==> config.mk <==
export PLATFORM = sky130hd
export DESIGN_NAME = split_byte_timer
export DESIGN_NICKNAME = d
export VERILOG_FILES = /design/src/rtl/split_tmr_pkg.sv /design/src/rtl/tmr_group_map.sv /design/src/rtl/tmr_byte_cell.sv /design/src/rtl/split_byte_timer.sv
export SDC_FILE = /design/constraint.sdc
export NUM_CORES = 1
export LEC_CHECK = 0
export CORE_MARGIN = 5
export CORE_UTILIZATION = 51
export CTS_CLUSTER_SIZE = 8
export DETAILED_ROUTE_END_ITERATION = 7
export PLACE_DENSITY = 0.87
export SETUP_SLACK_MARGIN = 0.4
export SYNTH_ARGS = -nofsm -noshare
export SYNTH_HDL_FRONTEND = slang
export SYNTH_SLANG_ARGS = --single-unit
==> constraint.sdc <==
create_clock -name clk -period 5.5 [get_ports clk]
set_input_delay 1.1 -clock clk [delete_from_list [all_inputs] [get_ports clk]]
set_output_delay 1.1 -clock clk [all_outputs]
set_load 0.02 [all_outputs]
==> src/rtl/split_tmr_pkg.sv <==
package split_tmr_pkg;

    localparam int NB = 4;

    typedef enum logic [1:0] {
        GRP_ONE_WIDE  = 2'd0,
        GRP_TWO_HALF  = 2'd1,
        GRP_FOUR_BYTE = 2'd2,
        GRP_HALF_PAIR = 2'd3
    } grp_mode_e;

    typedef struct packed {
        logic head;   // lowest byte of its group
        logic top;    // highest byte of its group
        logic linked; // takes carry from the byte below
    } byte_role_t;

    // bit b set: byte b is chained to byte b-1
    function automatic logic [NB-1:0] link_map(grp_mode_e m);
        case (m)
            GRP_ONE_WIDE:  return 4'b1110;
            GRP_TWO_HALF:  return 4'b1010;
            GRP_FOUR_BYTE: return 4'b0000;
            default:       return 4'b1000;
        endcase
    endfunction

endpackage

==> src/rtl/tmr_group_map.sv <==
module tmr_group_map
    import split_tmr_pkg::*;
(
    input  logic [1:0]                grp_mode,
    output byte_role_t [NB-1:0]       role
);
    logic [NB-1:0] link;

    assign link = link_map(grp_mode_e'(grp_mode));

    for (genvar b = 0; b < NB; b++) begin : g_role
        assign role[b].linked = link[b];
        assign role[b].head   = ~link[b];
        if (b == NB - 1) begin : g_last
            assign role[b].top = 1'b1;
        end else begin : g_mid
            assign role[b].top = ~link[b+1];
        end
    end
endmodule

==> src/rtl/tmr_byte_cell.sv <==
module tmr_byte_cell #(
    parameter int BW = 8
) (
    input  logic          clk,
    input  logic          rst,
    input  logic          wr_en,
    input  logic [BW-1:0] wr_val,
    input  logic [BW-1:0] rld_val,
    input  logic          inc,
    input  logic          rel,
    output logic [BW-1:0] cnt_q
);
    always_ff @(posedge clk) begin
        if (rst)          cnt_q <= '0;
        else if (wr_en)   cnt_q <= wr_val;
        else if (rel)     cnt_q <= rld_val;
        else if (inc)     cnt_q <= cnt_q + 1'b1;
    end

    p_hold_r9: assert property (@(posedge clk) disable iff (rst)
        (!wr_en && !inc && !rel) |=> cnt_q == $past(cnt_q));

    p_step_r7: assert property (@(posedge clk) disable iff (rst)
        (!wr_en && inc && !rel) |=> cnt_q == $past(cnt_q) + 1'b1);

    p_reload_r6: assert property (@(posedge clk) disable iff (rst)
        (!wr_en && rel) |=> cnt_q == $past(rld_val));

    p_write_r11: assert property (@(posedge clk) disable iff (rst)
        wr_en |=> cnt_q == $past(wr_val));
endmodule

==> src/rtl/split_byte_timer.sv <==
module split_byte_timer
    import split_tmr_pkg::*;
#(
    parameter int BYTE_W = 8
) (
    input  logic                 clk,
    input  logic                 rst,
    input  logic                 tmr_en,
    input  logic                 tick,
    input  logic [1:0]           grp_mode,
    input  logic [3:0]           run,
    input  logic                 scl_low_tmo,
    input  logic                 wr_cnt,
    input  logic                 wr_rld,
    input  logic [4*BYTE_W-1:0]  wdata,
    output logic [4*BYTE_W-1:0]  cnt_q,
    output logic [4*BYTE_W-1:0]  rld_q,
    output logic [3:0]           ovf
);
    localparam int W = NB * BYTE_W;

    byte_role_t [NB-1:0] role;
    logic [NB-1:0]       full, inc_c, rel_c;
    logic                act;

    tmr_group_map u_map (.grp_mode(grp_mode), .role(role));

    assign act = tmr_en & tick;

    always_comb begin
        for (int b = 0; b < NB; b++)
            full[b] = &cnt_q[b*BYTE_W +: BYTE_W];
        inc_c = '0;
        for (int b = 0; b < NB; b++) begin
            if (role[b].head || b == 0) inc_c[b] = act & run[b];
            else                        inc_c[b] = inc_c[b-1] & full[b-1];
        end
        rel_c = '0;
        for (int b = NB - 1; b >= 0; b--) begin
            if (role[b].top || b == NB - 1) rel_c[b] = inc_c[b] & full[b];
            else                            rel_c[b] = rel_c[b+1];
        end
    end

    always_ff @(posedge clk) begin
        if (rst)         rld_q <= '0;
        else if (wr_rld) rld_q <= wdata;
    end

    for (genvar b = 0; b < NB; b++) begin : g_byte
        tmr_byte_cell #(.BW(BYTE_W)) u_cell (
            .clk    (clk),
            .rst    (rst),
            .wr_en  (wr_cnt),
            .wr_val (wdata[b*BYTE_W +: BYTE_W]),
            .rld_val(rld_q[b*BYTE_W +: BYTE_W]),
            .inc    (inc_c[b]),
            .rel    (rel_c[b]),
            .cnt_q  (cnt_q[b*BYTE_W +: BYTE_W])
        );
    end

    always_ff @(posedge clk) begin
        if (rst) begin
            ovf <= '0;
        end else begin
            for (int b = 0; b < NB; b++)
                ovf[b] <= ~wr_cnt & role[b].top & inc_c[b] & full[b];
            if (scl_low_tmo) ovf[NB-1] <= 1'b1;
        end
    end

    for (genvar b = 0; b < NB - 1; b++) begin : g_chk
        p_no_overflow_r12: assert property (@(posedge clk) disable iff (rst)
            ovf[b] |-> $past(role[b].top));
    end

    p_tmo_r10: assert property (@(posedge clk) disable iff (rst)
        scl_low_tmo |=> ovf[NB-1]);

    p_pulse_r6: assert property (@(posedge clk) disable iff (rst)
        (ovf[0] && !$past(scl_low_tmo)) |-> $past(act));

    initial assert (W == 32) else $error("width");
endmodule

# Yosys cells after proc, flatten, opt, wreduce, memory -nomap -nowiden
# Index checks and enable logic that the tools add are counted.
[word_totals]
ff_bits = 68
output_inout_bits = 68
in_bits = 45
[classes]
eq_ne = 2
reduce_logical = 9
muxes = 20
n_bitwise = 24
addsub = 4
[ops]
columns = ["op", "count"]
rows = [
  ["8-bit two-way mux", 12],
  ["8-bit by 1-bit adder with 8-bit output, second input constant", 4],
  ["8-bit AND reduction", 4],
  ["1-bit bitwise AND", 20],
  ["4-bit case mux with 3 select lines", 1],
  ["3-bit nonzero test", 4],
  ["1-bit two-way mux", 7],
  ["1-bit NOT", 4],
  ["2-bit by 1-bit equality test with 1-bit output, second input constant", 1],
  ["2-bit equality test, second input constant", 1],
  ["2-bit logical NOT", 1],
]

# Depth between registers and ports, before layout
[logic_depth]
depth_word = 14
depth_mapped = 8
mapped_depth_nobuf = 7

# Hierarchy
# Synthesis repeated with hierarchy kept, for this count alone.
[hier_totals]
cells_unflattened = 447
area_unflattened_um2 = 3933.8
[by_module_without_submodules]
columns = ["mod", "area_per_inst_um2", "cells_per_inst", "n_inst"]
rows = [
  ["tmr_byte_cell", 589.3, 71, 4],
  ["split_byte_timer", 1491.4, 149, 1],
  ["tmr_group_map", 85.1, 14, 1],
]

# Worst setup path before layout
# No wires, ideal clock.
[synth_timing]
path_type = "input to register"
from = "input tmr_en"
to = "register g_byte[1].u_cell.cnt_q[3]"
path_slack_ns = 2.754
required_ns = 5.380
cell_stages = 6
t_arrival_ns = 2.626
n_path_buf = 0
path_cell_list = "nand4_1 -> nor3_2 -> a31oi_4 -> o41ai_4 -> nor3_1 -> a211o_1"
[synth_via]
elab_chain_cells = 13
word_cells_on_any_way = 17
classes_between = "7 x mux; 9 x bitwise; 1 x reduce/logical"
[synth_rtl]
columns = ["item", "line", "text"]
rows = [
  ["start, declared", "split_byte_timer.sv:8", "input logic tmr_en,"],
  ["1-bit bitwise AND (*)", "split_byte_timer.sv:28", "assign act = tmr_en & tick;"],
  ["1-bit bitwise AND", "split_byte_timer.sv:35", "if (role[b].head || b == 0) inc_c[b] = act & run[b];"],
  ["1-bit bitwise AND", "split_byte_timer.sv:36", "else inc_c[b] = inc_c[b-1] & full[b-1];"],
  ["1-bit two-way mux", "split_byte_timer.sv:35", ""],
  ["1-bit bitwise AND", "split_byte_timer.sv:36, split_byte_timer.sv:40", ""],
  ["1-bit two-way mux", "split_byte_timer.sv:35", ""],
  ["1-bit bitwise AND", "split_byte_timer.sv:36, split_byte_timer.sv:40", ""],
  ["1-bit two-way mux", "split_byte_timer.sv:35", ""],
  ["1-bit bitwise AND", "split_byte_timer.sv:40", "if (role[b].top || b == NB - 1) rel_c[b] = inc_c[b] & full[b];"],
  ["1-bit two-way mux (2 in series)", "split_byte_timer.sv:40", ""],
  ["8-bit two-way mux", "tmr_byte_cell.sv:16", "else if (rel) cnt_q <= rld_val;"],
  ["8-bit two-way mux", "tmr_byte_cell.sv:15", "else if (wr_en) cnt_q <= wr_val;"],
  ["end signal, assigned", "tmr_byte_cell.sv:15", ""],
  ["end signal, assigned", "tmr_byte_cell.sv:16", ""],
  ["end signal, assigned", "tmr_byte_cell.sv:17", "else if (inc) cnt_q <= cnt_q + 1'b1;"],
  ["end, declared", "tmr_byte_cell.sv:11", "output logic [BW-1:0] cnt_q"],
]
# Mark *: on every way between the ends. The rest lies on a longest branch, timed or not.
# A chain may end at the register's enable or synchronous reset.

# Worst setup path in the final report
[layout_timing]
from = "input grp_mode[1]"
to = "register g_byte[3].u_cell.cnt_q[4]"
[layout_via]
elab_chain_cells = 10
word_cells_on_any_way = 13
classes_between = "2 x eq/ne; 6 x mux; 3 x bitwise; 2 x reduce/logical"
[layout_rtl]
columns = ["item", "line", "text"]
rows = [
  ["start, declared", "split_byte_timer.sv:10", "input logic [1:0] grp_mode,"],
  ["2-bit equality test, or another cell as far along", "split_tmr_pkg.sv:20", "case (m)"],
  ["4-bit case mux with 3 select lines (*)", "split_tmr_pkg.sv:20", ""],
  ["1-bit two-way mux", "split_byte_timer.sv:35", ""],
  ["1-bit bitwise AND", "split_byte_timer.sv:36", ""],
  ["1-bit two-way mux", "split_byte_timer.sv:35", ""],
  ["1-bit bitwise AND", "split_byte_timer.sv:36", ""],
  ["1-bit two-way mux (*)", "split_byte_timer.sv:35", ""],
  ["1-bit bitwise AND", "split_byte_timer.sv:40", ""],
  ["8-bit two-way mux", "tmr_byte_cell.sv:16", ""],
  ["8-bit two-way mux", "tmr_byte_cell.sv:15", ""],
  ["end signal, assigned", "tmr_byte_cell.sv:15", ""],
  ["end signal, assigned", "tmr_byte_cell.sv:16", ""],
  ["end signal, assigned", "tmr_byte_cell.sv:17", ""],
  ["end, declared", "tmr_byte_cell.sv:11", ""],
]
# Marks and branches as above.

==> summary.txt <==
Job
  – MaxCap Viol Count: 0

Placement
  – Post-place setup slack: 1530 ps
  – Placed cells: 606
  – Post-DP Area: 4740 µm²
  – Final Wtd Congestion: 0.865
  – Port Buffers: 112
  – Final HPWL DP: 7550 µm

Layout
  – Share of post-route cells with drive strength above 1: 0.0610
  – Layout area overhead: 37.3%
  – Nets: 570
  – Layout Cells excl Fill: 621
  – # diodes: 0
  – Final Cell Area: 4950 µm²

CTS
  – H-tree levels: 3
  – Clock Path Buffers: 2
  – Clock sink count: 68
  – Skew-Pair Late Insertion Delay: 340 ps
  – # resized after CTS: 0
  – CTS clk-pin slew, worst paths: 70 ps
  – CTS Buf Count: 9
  – Postcts setup bufs: 0
  – Hold Buf Count CTS: 0
  – CTS root buf: clkbuf_8
  – CTS tree: yes

Timing
  – Setup-failing EPs final: 0
  – Fin Clk Skew: 7.43 ps
  – Hold Vio Cnt, Final: 0
  – Normalized max-slew margin: 0.281
  – Worst slew pin tran: 1080 ps
  – Setup_tns: 0 ps
  – Final worst-path cycle share: 0.661
  – Max Fclk: 0.275 GHz
  – Pins over their slew limit: 0
  – Fin crit period: 3640 ps
  – Final WS setup: 1860 ps
  – RSZ-0062 raised after global routing: no
  – Hold slack final: 490 ps

Global route
  – Largest net degree at the start of global routing: 48
  – Gr ovfl total: 0
  – GR Util All Layers: 0.245
  – Vias in the first global route: 3557
  – First-pass GRT wire length: 17300 µm
  – Initial antenna violation count: 0

Worst hold path
  – Hold depth: 1
  – Min-delay worst type: flip-flop to flip-flop

Route
  – Initial DRT Pass Iterations: 4
  – Detail Route Antenna Nets: 0
  – WL/cell: 17.2 µm
  – Final wirelength: 10700 µm
  – Vias after detailed routing: 3635
  – Average vias per placed instance: 5.85
  – DRC: 0
  – Initial drt markers: 185

Worst setup path
  – Startpoint Class: input port
  – Worst Path Arrival: 3880 ps
  – Setup CP Type: input port to flip-flop
  – Req. time, crit path: 5740 ps
  – Crit-path max FO: 17
  – Setup crit end kind: flip-flop
  – Reg-to-reg slack, setup: 2500 ps
  – Register-to-Register Path Depth: 7

Synth
  – FF+latch count, synth: 68
  – Library cells used by synthesis: 57
  – Mapped Cells: 421
  – Ys Warns: 0
  – Most instantiated library cell after synthesis: dfxtp_1
  – Register area share after synthesis: 0.378
  – Synth area leader: dfxtp_1
  – EDFF count, synth: 0
  – Area share of the largest cell type after synthesis: 0.378
  – Syn_area_per_cell: 8.56 µm²
  – Post-synthesis cell area: 3600 µm²
  – Synth area leaders: dfxtp_1 38%, mux2i_1 13%, nor2_1 5.6%
  – Synth cell count leaders: 68 x dfxtp_1, 54 x nor2_1, 46 x mux2i_1
  – Post-synth ARST share: 0
  – Syn_nets: 470
  – Post-synth top flop: dfxtp_1

Die
  – Starting Density: 0.527
  – Io pins: 113
  – Core area: 6830 µm²
  – Die span in y: 94.1 µm
  – Die X: 94.1 µm
  – # rows: 30
  – Die area: 8850 µm²

Power
  – Peak supply drop: 0.191 mV
  – Leak: 1.95 nW
  – PD cells: 247 nW/µm²

Outcome
  – Status: finished, final reports clean
[per-layer routing]
| layer | GRT usage | part of all wire |
|---|---|---|
| met1 | 0.301 | 0.42 |
| met5 | 0 | 0 |
| met3 | 0.0713 | 0.085 |
| met4 | 0.0927 | 0.023 |
| met2 | 0.403 | 0.47 |
[final timing paths]
kind / start / to
worst max-delay path: grp_mode[1] / g_byte[3].u_cell.cnt_q[4]
worst min-delay path: rld_q[2] / g_byte[0].u_cell.cnt_q[2]
worst max register to register: g_byte[0].u_cell.cnt_q[0] / g_byte[3].u_cell.cnt_q[4]
worst min register to register: rld_q[2] / g_byte[0].u_cell.cnt_q[2]
[per-stage QoR]
| step | total power, mW | utilization |
|---|---|---|
| 3_5_place_dp | 0.801 | 0.695 |
| 5_1_grt | 1.27 | 0.724 |
| 3_3_place_gp | 0.795 | 0.695 |
| 4_1_cts | 1.23 | 0.724 |
| 6_report | 1.22 | 0.724 |
| 2_1_floorplan | 0.683 | - |
[area by class of cell]
cell class | instances | area [µm²]
flip-flops and latches | 68 | 1360
clock inverters | 1 | 30.0
fillers | 545 | 1880
repair buffers | 114 | 1130
clock buffers | 14 | 173
inverters | 9 | 33.8
well taps | 96 | 120
multi-input cells | 319 | 2100
[placed cells by master (no fill, tap or decap), drive strengths merged, types with 5 or more instances in the layout]
cell           instances
xnor2                  7
nand3                 20
mux2i                 46
a31oi                  6
nor3                  11
clkbuf                14
dfxtp                 68
a211o                  5
inv                    8
nand4                  9
nor2                  54
and3                  11
xor2                   6
o22ai                  6
o21ai                 15
a221oi                 5
a21oi                 28
nand2                 30
clkdlybuf4s50        110
[cells by family after synthesis]
kind of cell | Yosys count | share of synthesized area
flip-flops | 68 | 0.378
multiplexers | 47 | 0.131
adder cells (fa/ha/maj) | 4 | 0.0139
buffers and inverters | 34 | 0.0385
AO/OA/AOI/OAI | 98 | 0.197
XOR/XNOR | 13 | 0.0316
AND/OR/NAND/NOR | 157 | 0.210
[sequential cells by signal, indices dropped and copies added, names as in the netlist]
| register | count |
|---|---|
| g_byte.u_cell.cnt_q | 32 |
| rld_q | 32 |
| ovf | 4 |
[worst max-delay path: stages]
cell             delay, ps
clkdlybuf4s50_1        630
or2_2                  450
and3_1                 220
a31oi_4                430
a21oi_1                450
a41o_1                 360
a32o_1                 240
[report_power, final]
group          leakage, nW  switching [mW]  internal [mW]  total [mW]
logic                 1.29           0.116          0.119       0.236
clock network        0.103           0.185          0.245       0.430
registers            0.562          0.0353          0.522       0.557
No activity file was read; power rests on OpenSTA's default activity.
